===== src/rtl/xlate_pkg.sv =====
package xlate_pkg;

  // Strobes sent from the control unit to the entry datapath each cycle
  typedef struct packed {
    logic flushAll;    // drop every translation
    logic fillEn;      // write the entry selected by fillSel
    logic touchEn;     // a lookup hit: update status of the matching entry
    logic touchWrite;  // the hitting lookup was a write
  } xlateStrobe_t;

  // Default geometry of the cache
  localparam int unsigned XC_ENTRIES = 8;
  localparam int unsigned XC_VPN_W   = 20;
  localparam int unsigned XC_PFN_W   = 20;
  localparam int unsigned XC_OFF_W   = 12;

endpackage


===== src/rtl/xlate_datapath.sv =====
module xlate_datapath
  import xlate_pkg::*;
#(
  parameter int unsigned N     = XC_ENTRIES,
  parameter int unsigned VPN_W = XC_VPN_W,
  parameter int unsigned PFN_W = XC_PFN_W
) (
  input  logic              clk,
  input  logic              rstN,
  input  xlateStrobe_t      strobe,
  input  logic [N-1:0]      fillSel,
  input  logic [VPN_W-1:0]  lkVpn,
  input  logic [VPN_W-1:0]  fillVpn,
  input  logic [PFN_W-1:0]  fillPfn,
  output logic [N-1:0]      lkMatch,
  output logic [N-1:0]      fillMatch,
  output logic [N-1:0]      validVec,
  output logic [PFN_W-1:0]  selPfn,
  output logic              selRef,
  output logic              selDirty
);

  logic [VPN_W-1:0] tagQ   [N];
  logic [PFN_W-1:0] frameQ [N];
  logic [N-1:0]     validQ;
  logic [N-1:0]     refQ;
  logic [N-1:0]     dirtyQ;

  for (genvar g = 0; g < N; g++) begin : gEntry
    // Parallel compare of both the lookup page and the fill page
    assign lkMatch[g]   = validQ[g] && (tagQ[g] == lkVpn);
    assign fillMatch[g] = validQ[g] && (tagQ[g] == fillVpn);

    always_ff @(posedge clk) begin
      if (!rstN) begin
        validQ[g] <= 1'b0;
        refQ[g]   <= 1'b0;
        dirtyQ[g] <= 1'b0;
        tagQ[g]   <= '0;
        frameQ[g] <= '0;
      end else if (strobe.flushAll) begin
        validQ[g] <= 1'b0;
      end else begin
        if (strobe.touchEn && lkMatch[g]) begin
          refQ[g] <= 1'b1;
          if (strobe.touchWrite) dirtyQ[g] <= 1'b1;
        end
        // Fill comes last so it overrides a status update on the same entry
        if (strobe.fillEn && fillSel[g]) begin
          validQ[g] <= 1'b1;
          tagQ[g]   <= fillVpn;
          frameQ[g] <= fillPfn;
          refQ[g]   <= 1'b0;
          dirtyQ[g] <= 1'b0;
        end
      end
    end
  end

  assign validVec = validQ;

  // AND-OR read mux; at most one match bit is set
  always_comb begin
    selPfn   = '0;
    selRef   = 1'b0;
    selDirty = 1'b0;
    for (int i = 0; i < N; i++) begin
      selPfn   = selPfn | (frameQ[i] & {PFN_W{lkMatch[i]}});
      selRef   = selRef | (refQ[i] & lkMatch[i]);
      selDirty = selDirty | (dirtyQ[i] & lkMatch[i]);
    end
  end

endmodule


===== src/rtl/xlate_ctrl.sv =====
module xlate_ctrl
  import xlate_pkg::*;
#(
  parameter int unsigned N = XC_ENTRIES
) (
  input  logic          clk,
  input  logic          rstN,
  input  logic          lkValid,
  input  logic          lkWrite,
  input  logic          fillValid,
  input  logic          flush,
  input  logic [N-1:0]  lkMatch,
  input  logic [N-1:0]  fillMatch,
  input  logic [N-1:0]  validVec,
  output xlateStrobe_t  strobe,
  output logic [N-1:0]  fillSel,
  output logic          hit
);

  localparam int unsigned IDX_W = (N > 1) ? $clog2(N) : 1;
  localparam logic [IDX_W-1:0] LAST_IDX = IDX_W'(N - 1);

  logic [IDX_W-1:0] rrQ;
  logic [N-1:0]     rrSel;
  logic [N-1:0]     invVec;
  logic [N-1:0]     lowInv;
  logic             anyFillMatch;
  logic             anyInvalid;
  logic             fillAccept;
  logic             useRr;

  assign hit          = lkValid && (|lkMatch);
  assign anyFillMatch = |fillMatch;
  assign invVec       = ~validVec;
  assign anyInvalid   = |invVec;
  // Isolate the lowest set bit of the invalid vector
  assign lowInv       = invVec & (~invVec + {{(N-1){1'b0}}, 1'b1});
  assign fillAccept   = fillValid && !flush;
  assign useRr        = fillAccept && !anyFillMatch && !anyInvalid;

  always_comb begin
    for (int i = 0; i < N; i++) rrSel[i] = (rrQ == IDX_W'(i));
  end

  always_comb begin
    if (anyFillMatch)    fillSel = fillMatch;
    else if (anyInvalid) fillSel = lowInv;
    else                 fillSel = rrSel;
  end

  always_comb begin
    strobe.flushAll   = flush;
    strobe.fillEn     = fillAccept;
    strobe.touchEn    = hit;
    strobe.touchWrite = lkWrite;
  end

  always_ff @(posedge clk) begin
    if (!rstN) begin
      rrQ <= '0;
    end else if (useRr) begin
      rrQ <= (rrQ == LAST_IDX) ? '0 : rrQ + 1'b1;
    end
  end

endmodule


===== src/rtl/xlate_cache.sv =====
module xlate_cache
  import xlate_pkg::*;
#(
  parameter int unsigned ENTRIES = XC_ENTRIES,
  parameter int unsigned VPN_W   = XC_VPN_W,
  parameter int unsigned PFN_W   = XC_PFN_W,
  parameter int unsigned OFF_W   = XC_OFF_W
) (
  input  logic                    clk,
  input  logic                    rstN,
  input  logic                    lkValid,
  input  logic                    lkWrite,
  input  logic [VPN_W-1:0]        lkVpn,
  input  logic [OFF_W-1:0]        lkOffset,
  input  logic                    fillValid,
  input  logic [VPN_W-1:0]        fillVpn,
  input  logic [PFN_W-1:0]        fillPfn,
  input  logic                    flush,
  output logic                    hit,
  output logic [PFN_W-1:0]        pfn,
  output logic [PFN_W+OFF_W-1:0]  physAddr,
  output logic                    hitRef,
  output logic                    hitDirty
);

  xlateStrobe_t       strobe;
  logic [ENTRIES-1:0] fillSel;
  logic [ENTRIES-1:0] lkMatch;
  logic [ENTRIES-1:0] fillMatch;
  logic [ENTRIES-1:0] validVec;
  logic [PFN_W-1:0]   selPfn;
  logic               selRef;
  logic               selDirty;

  xlate_ctrl #(.N(ENTRIES)) uCtrl (
    .clk       (clk),
    .rstN      (rstN),
    .lkValid   (lkValid),
    .lkWrite   (lkWrite),
    .fillValid (fillValid),
    .flush     (flush),
    .lkMatch   (lkMatch),
    .fillMatch (fillMatch),
    .validVec  (validVec),
    .strobe    (strobe),
    .fillSel   (fillSel),
    .hit       (hit)
  );

  xlate_datapath #(.N(ENTRIES), .VPN_W(VPN_W), .PFN_W(PFN_W)) uData (
    .clk       (clk),
    .rstN      (rstN),
    .strobe    (strobe),
    .fillSel   (fillSel),
    .lkVpn     (lkVpn),
    .fillVpn   (fillVpn),
    .fillPfn   (fillPfn),
    .lkMatch   (lkMatch),
    .fillMatch (fillMatch),
    .validVec  (validVec),
    .selPfn    (selPfn),
    .selRef    (selRef),
    .selDirty  (selDirty)
  );

  assign pfn      = hit ? selPfn : '0;
  assign physAddr = hit ? {selPfn, lkOffset} : '0;
  assign hitRef   = hit && selRef;
  assign hitDirty = hit && selDirty;

endmodule


===== config.mk =====
export PLATFORM = sky130hd
export DESIGN_NAME = xlate_cache
export DESIGN_NICKNAME = d
export VERILOG_FILES = /design/src/rtl/xlate_pkg.sv /design/src/rtl/xlate_datapath.sv /design/src/rtl/xlate_ctrl.sv /design/src/rtl/xlate_cache.sv
export SDC_FILE = /design/constraint.sdc
export NUM_CORES = 1
export LEC_CHECK = 0
export CELL_PAD_IN_SITES_DETAIL_PLACEMENT = 0
export CELL_PAD_IN_SITES_GLOBAL_PLACEMENT = 1
export CORE_MARGIN = 5
export CORE_UTILIZATION = 30
export DETAILED_ROUTE_END_ITERATION = 10
export GPL_ROUTABILITY_DRIVEN = 0
export PLACE_DENSITY_LB_ADDON = 0.05
export SLEW_MARGIN = 5
export SYNTH_ARGS = -nofsm -noshare
export SYNTH_HDL_FRONTEND = slang
export SYNTH_HIERARCHICAL = 1
export SYNTH_SLANG_ARGS = --single-unit

===== constraint.sdc =====
create_clock -name clk -period 8.24 [get_ports clk]
set_input_delay 0.824 -clock clk [delete_from_list [all_inputs] [get_ports clk]]
set_output_delay 0.824 -clock clk [all_outputs]
set_load 0.05 [all_outputs]

==> results.tsv <==
metric	value	unit
status	finished, final reports clean	
cp.arrival	5.42	ns
power	4230	uW
grt_max_degree	43	
die-area	0.0688	mm^2
syn_area	0.0191	mm^2
drcViolationCount	0	
rr_endpoint	uData/frameQ[1][66]	
startpoint_type	input pin	
cpMaxStageDelayCell	nor4_4	
r2r_start	uData/tagQ[1][34]	
synth_top_family_by_area	simple AND/OR/NAND/NOR gates	
pin_count	133	
clock.fmax	0.160	GHz
antenna_found_initial	3	
synth_xor_area_share	14.8	%
worstPathRequired	7.42	ns
synthMuxAreaShare	0.157	%
fillCellCount	6308	
cts_buffers	45	
critPathKind	in -> out	
cts_buffer_depth	3	
syn_inst	1658	
core_area	0.0631	mm^2
worst_pin_slew	1.26	ns
synth_nets	1742	
critPathBufInv	3	
fin_crit_sh	75.8	%
clk_pin_slew_worst_paths	0.06	ns
post_cts_buffers	0	
synth_simple_gate_area_share	24.2	%
ant_nets	0	
num-nets-final	1818	
start_util	30.3	%
instances_no_fill	2616	
grt_pass1_vias	13500	
area_growth	17.8	%
worst_hold_path.endpoint	uData/dirtyQ[0]	
rows	92	
drv_cap	0	
rsz0062_at_grt	no	
ys_ff_latch	347	
hold_depth	2	
power.density	188	mW/mm^2
skew	0.0295	ns
gr-total-overflow	0	
fin_area	0.0225	mm^2
hold_buffers	0	
cp-end-kind	primary output	
track_usage	20.3	%
routed_wl	72100	um
drive_above_1_share	11.9	%
synthArstFlopShare	0	%
ys_types	46	
max_stage_delay	1.09	ns
vdd_drop_max	0.145	mV
cts_tree	built	
grt_pass1_wl	103000	um
max_slew_margin	15.2	%
yosysSeqAreaShare	53.1	%
min_period	6.25	ns
h-tree-depth	2	
finalHoldViolCount	0	
die_width	262	um
cts_resized	0	
synth_warnings	6	
cts.sinks	347	
die_h	262	um
crit_path_cell_trace	clkdlybuf4s50_1, xnor2_1, nand4_1, nor4_4, and2_4, nor4_1, a21boi_2, buf_4, and2_2, clkdlybuf4s50_1	
cts_root_buf	clkbuf_16	
r2r_slack	3.72	ns
critPathMaxFanout	36	
first_pass_iters	7	
viasPerCell	4.97	
cellLeakagePower	0.00782	uW
r2r_cells	12	
place_inst	2533	
synth-adder-area-share	0.393	%
port_buffers	132	
synth_compound_gate_area_share	2.08	%
placed_area	0.0212	mm^2
crit_top_cell	clkdlybuf4s50_1	
dpl.hpwl	44900	um
drt_iter0_markers	1132	
wl_per_cell	27.6	um
hp-class	reg -> reg	
tns	0	ns
ys.flop_type	edfxtp_1	
clkLatencyLatePin	0.59	ns
drv_slew	0	
route.vias.total	13000	
avgSynthCellArea	11.5	um^2
setup_violations	0	
cp_top_family	buffers and inverters	
hold_start	uData/dirtyQ[0]	
synth_edf_count	320	
## report_power, final
part | switching [uW] | total, uW | internal, uW
clock network | 789 | 1840 | 1050
registers | 41.2 | 2030 | 1990
logic | 231 | 364 | 133
## per-layer routing
layer	wire (um)	part of all wire (%)	track usage, %
met1	34900	48	29.8
met2	31800	44	31.4
met3	4200	5.8	4.31
met4	1220	1.7	3.90
met5	0	0	0
## metrics by stage
step | setup slack, ns | utilization, % | hold WS [ns]
global route | 1.83 | 35.7 | 0.496
detailed placement | 1.94 | 33.5 | 0.451
finish | 1.99 | 35.7 | 0.461
floorplan | 1.85 | - | 0.429
global placement | 2.02 | 33.5 | 0.445
CTS | 1.92 | 35.7 | 0.464
## cells by family (layout without fill, tap and decap cells)
logic type	Yosys count	count (layout)
xor gates and xnor gates	320	320
adders and majority gates	6	6
buffers and inverters	170	280
and+or+nand+nor	745	745
other	0	2
DFF	347	347
muxes	3	3
AOI/OAI and AO/OA	67	67
## state kept, by name, summed over array words and instances, names as in the netlist
name	cells
uCtrl/rrQ	3
uData/refQ	8
uData/validVec	8
uData/dirtyQ	8
uData/frameQ	160
uData/tagQ	160
## cell type report
| class | instances | area [um^2] | area share, % |
|---|---|---|---|
| Multi-Input combinational cell | 1141 | 8140 | 36.2 |
| Clock inverter | 20 | 93.8 | 0.417 |
| Clock buffer | 61 | 1250 | 5.55 |
| Antenna cell | 2 | 5.00 | 0.0222 |
| Sequential cell | 347 | 10100 | 45.1 |
| Timing Repair Buffer | 191 | 1780 | 7.90 |
| Inverter | 8 | 30.0 | 0.133 |
| Tap cell | 846 | 1060 | 4.71 |
## cell usage after synthesis (6+ instances only)
cell type,number,area (um^2)
inv_1,8,30.0
nor4_4,6,128
and2_2,34,255
a21oi_1,22,110
buf_4,30,225
and3_1,30,188
nand4_1,72,450
nand2_1,17,63.8
nor4_1,34,213
nand3_1,148,741
xor2_1,101,885
dfxtp_1,27,541
xnor2_1,215,1880
a31oi_1,24,150
clkbuf_1,77,289
and4_4,10,113
o21ai_0,11,55.1
buf_2,24,120
buf_6,28,315
nor2_1,33,124
ha_1,6,75.1
and4_1,12,105
edfxtp_1,320,9610
and2_1,324,2030
## tightest hold or removal path: stages (launching register included)
cell     delay, ns
dfxtp_1       0.32
a21oi_1       0.04
nor2_1        0.07
## worst max-delay path by stage
stage,from,end,cells past startpoint
final,lkVpn[16],physAddr[17],10
after global routing,lkVpn[16],pfn[0],10
after CTS,lkVpn[16],physAddr[17],10
after detailed placement,lkVpn[16],pfn[0],10
after global placement,lkVpn[16],pfn[8],10
after floorplan,fillVpn[0],uData/frameQ[1][60],12
## layout by cell type, fill, tap and decap left out, drive strengths merged, types with 2 or more instances in the layout
| cell | instances |
|---|---|
| and2 | 363 |
| edfxtp | 320 |
| xnor2 | 219 |
| nand3 | 150 |
| clkdlybuf4s50 | 132 |
| xor2 | 101 |
| nand4 | 73 |
| clkbuf | 61 |
| buf | 59 |
| nor4 | 42 |
| nor2 | 35 |
| and3 | 30 |
| dfxtp | 27 |
| a31oi | 24 |
| a21oi | 24 |
| and4 | 22 |
| nand2 | 18 |
| clkinv | 18 |
| o21ai | 11 |
| inv | 10 |
| ha | 6 |
| nor3 | 4 |
| nor2b | 3 |
| mux2i | 3 |
| diode | 2 |
| or4 | 2 |
| o21bai | 2 |
| a31o | 2 |
| nand2b | 2 |
| a21o | 2 |
No activity file was read; power rests on OpenSTA's default activity.
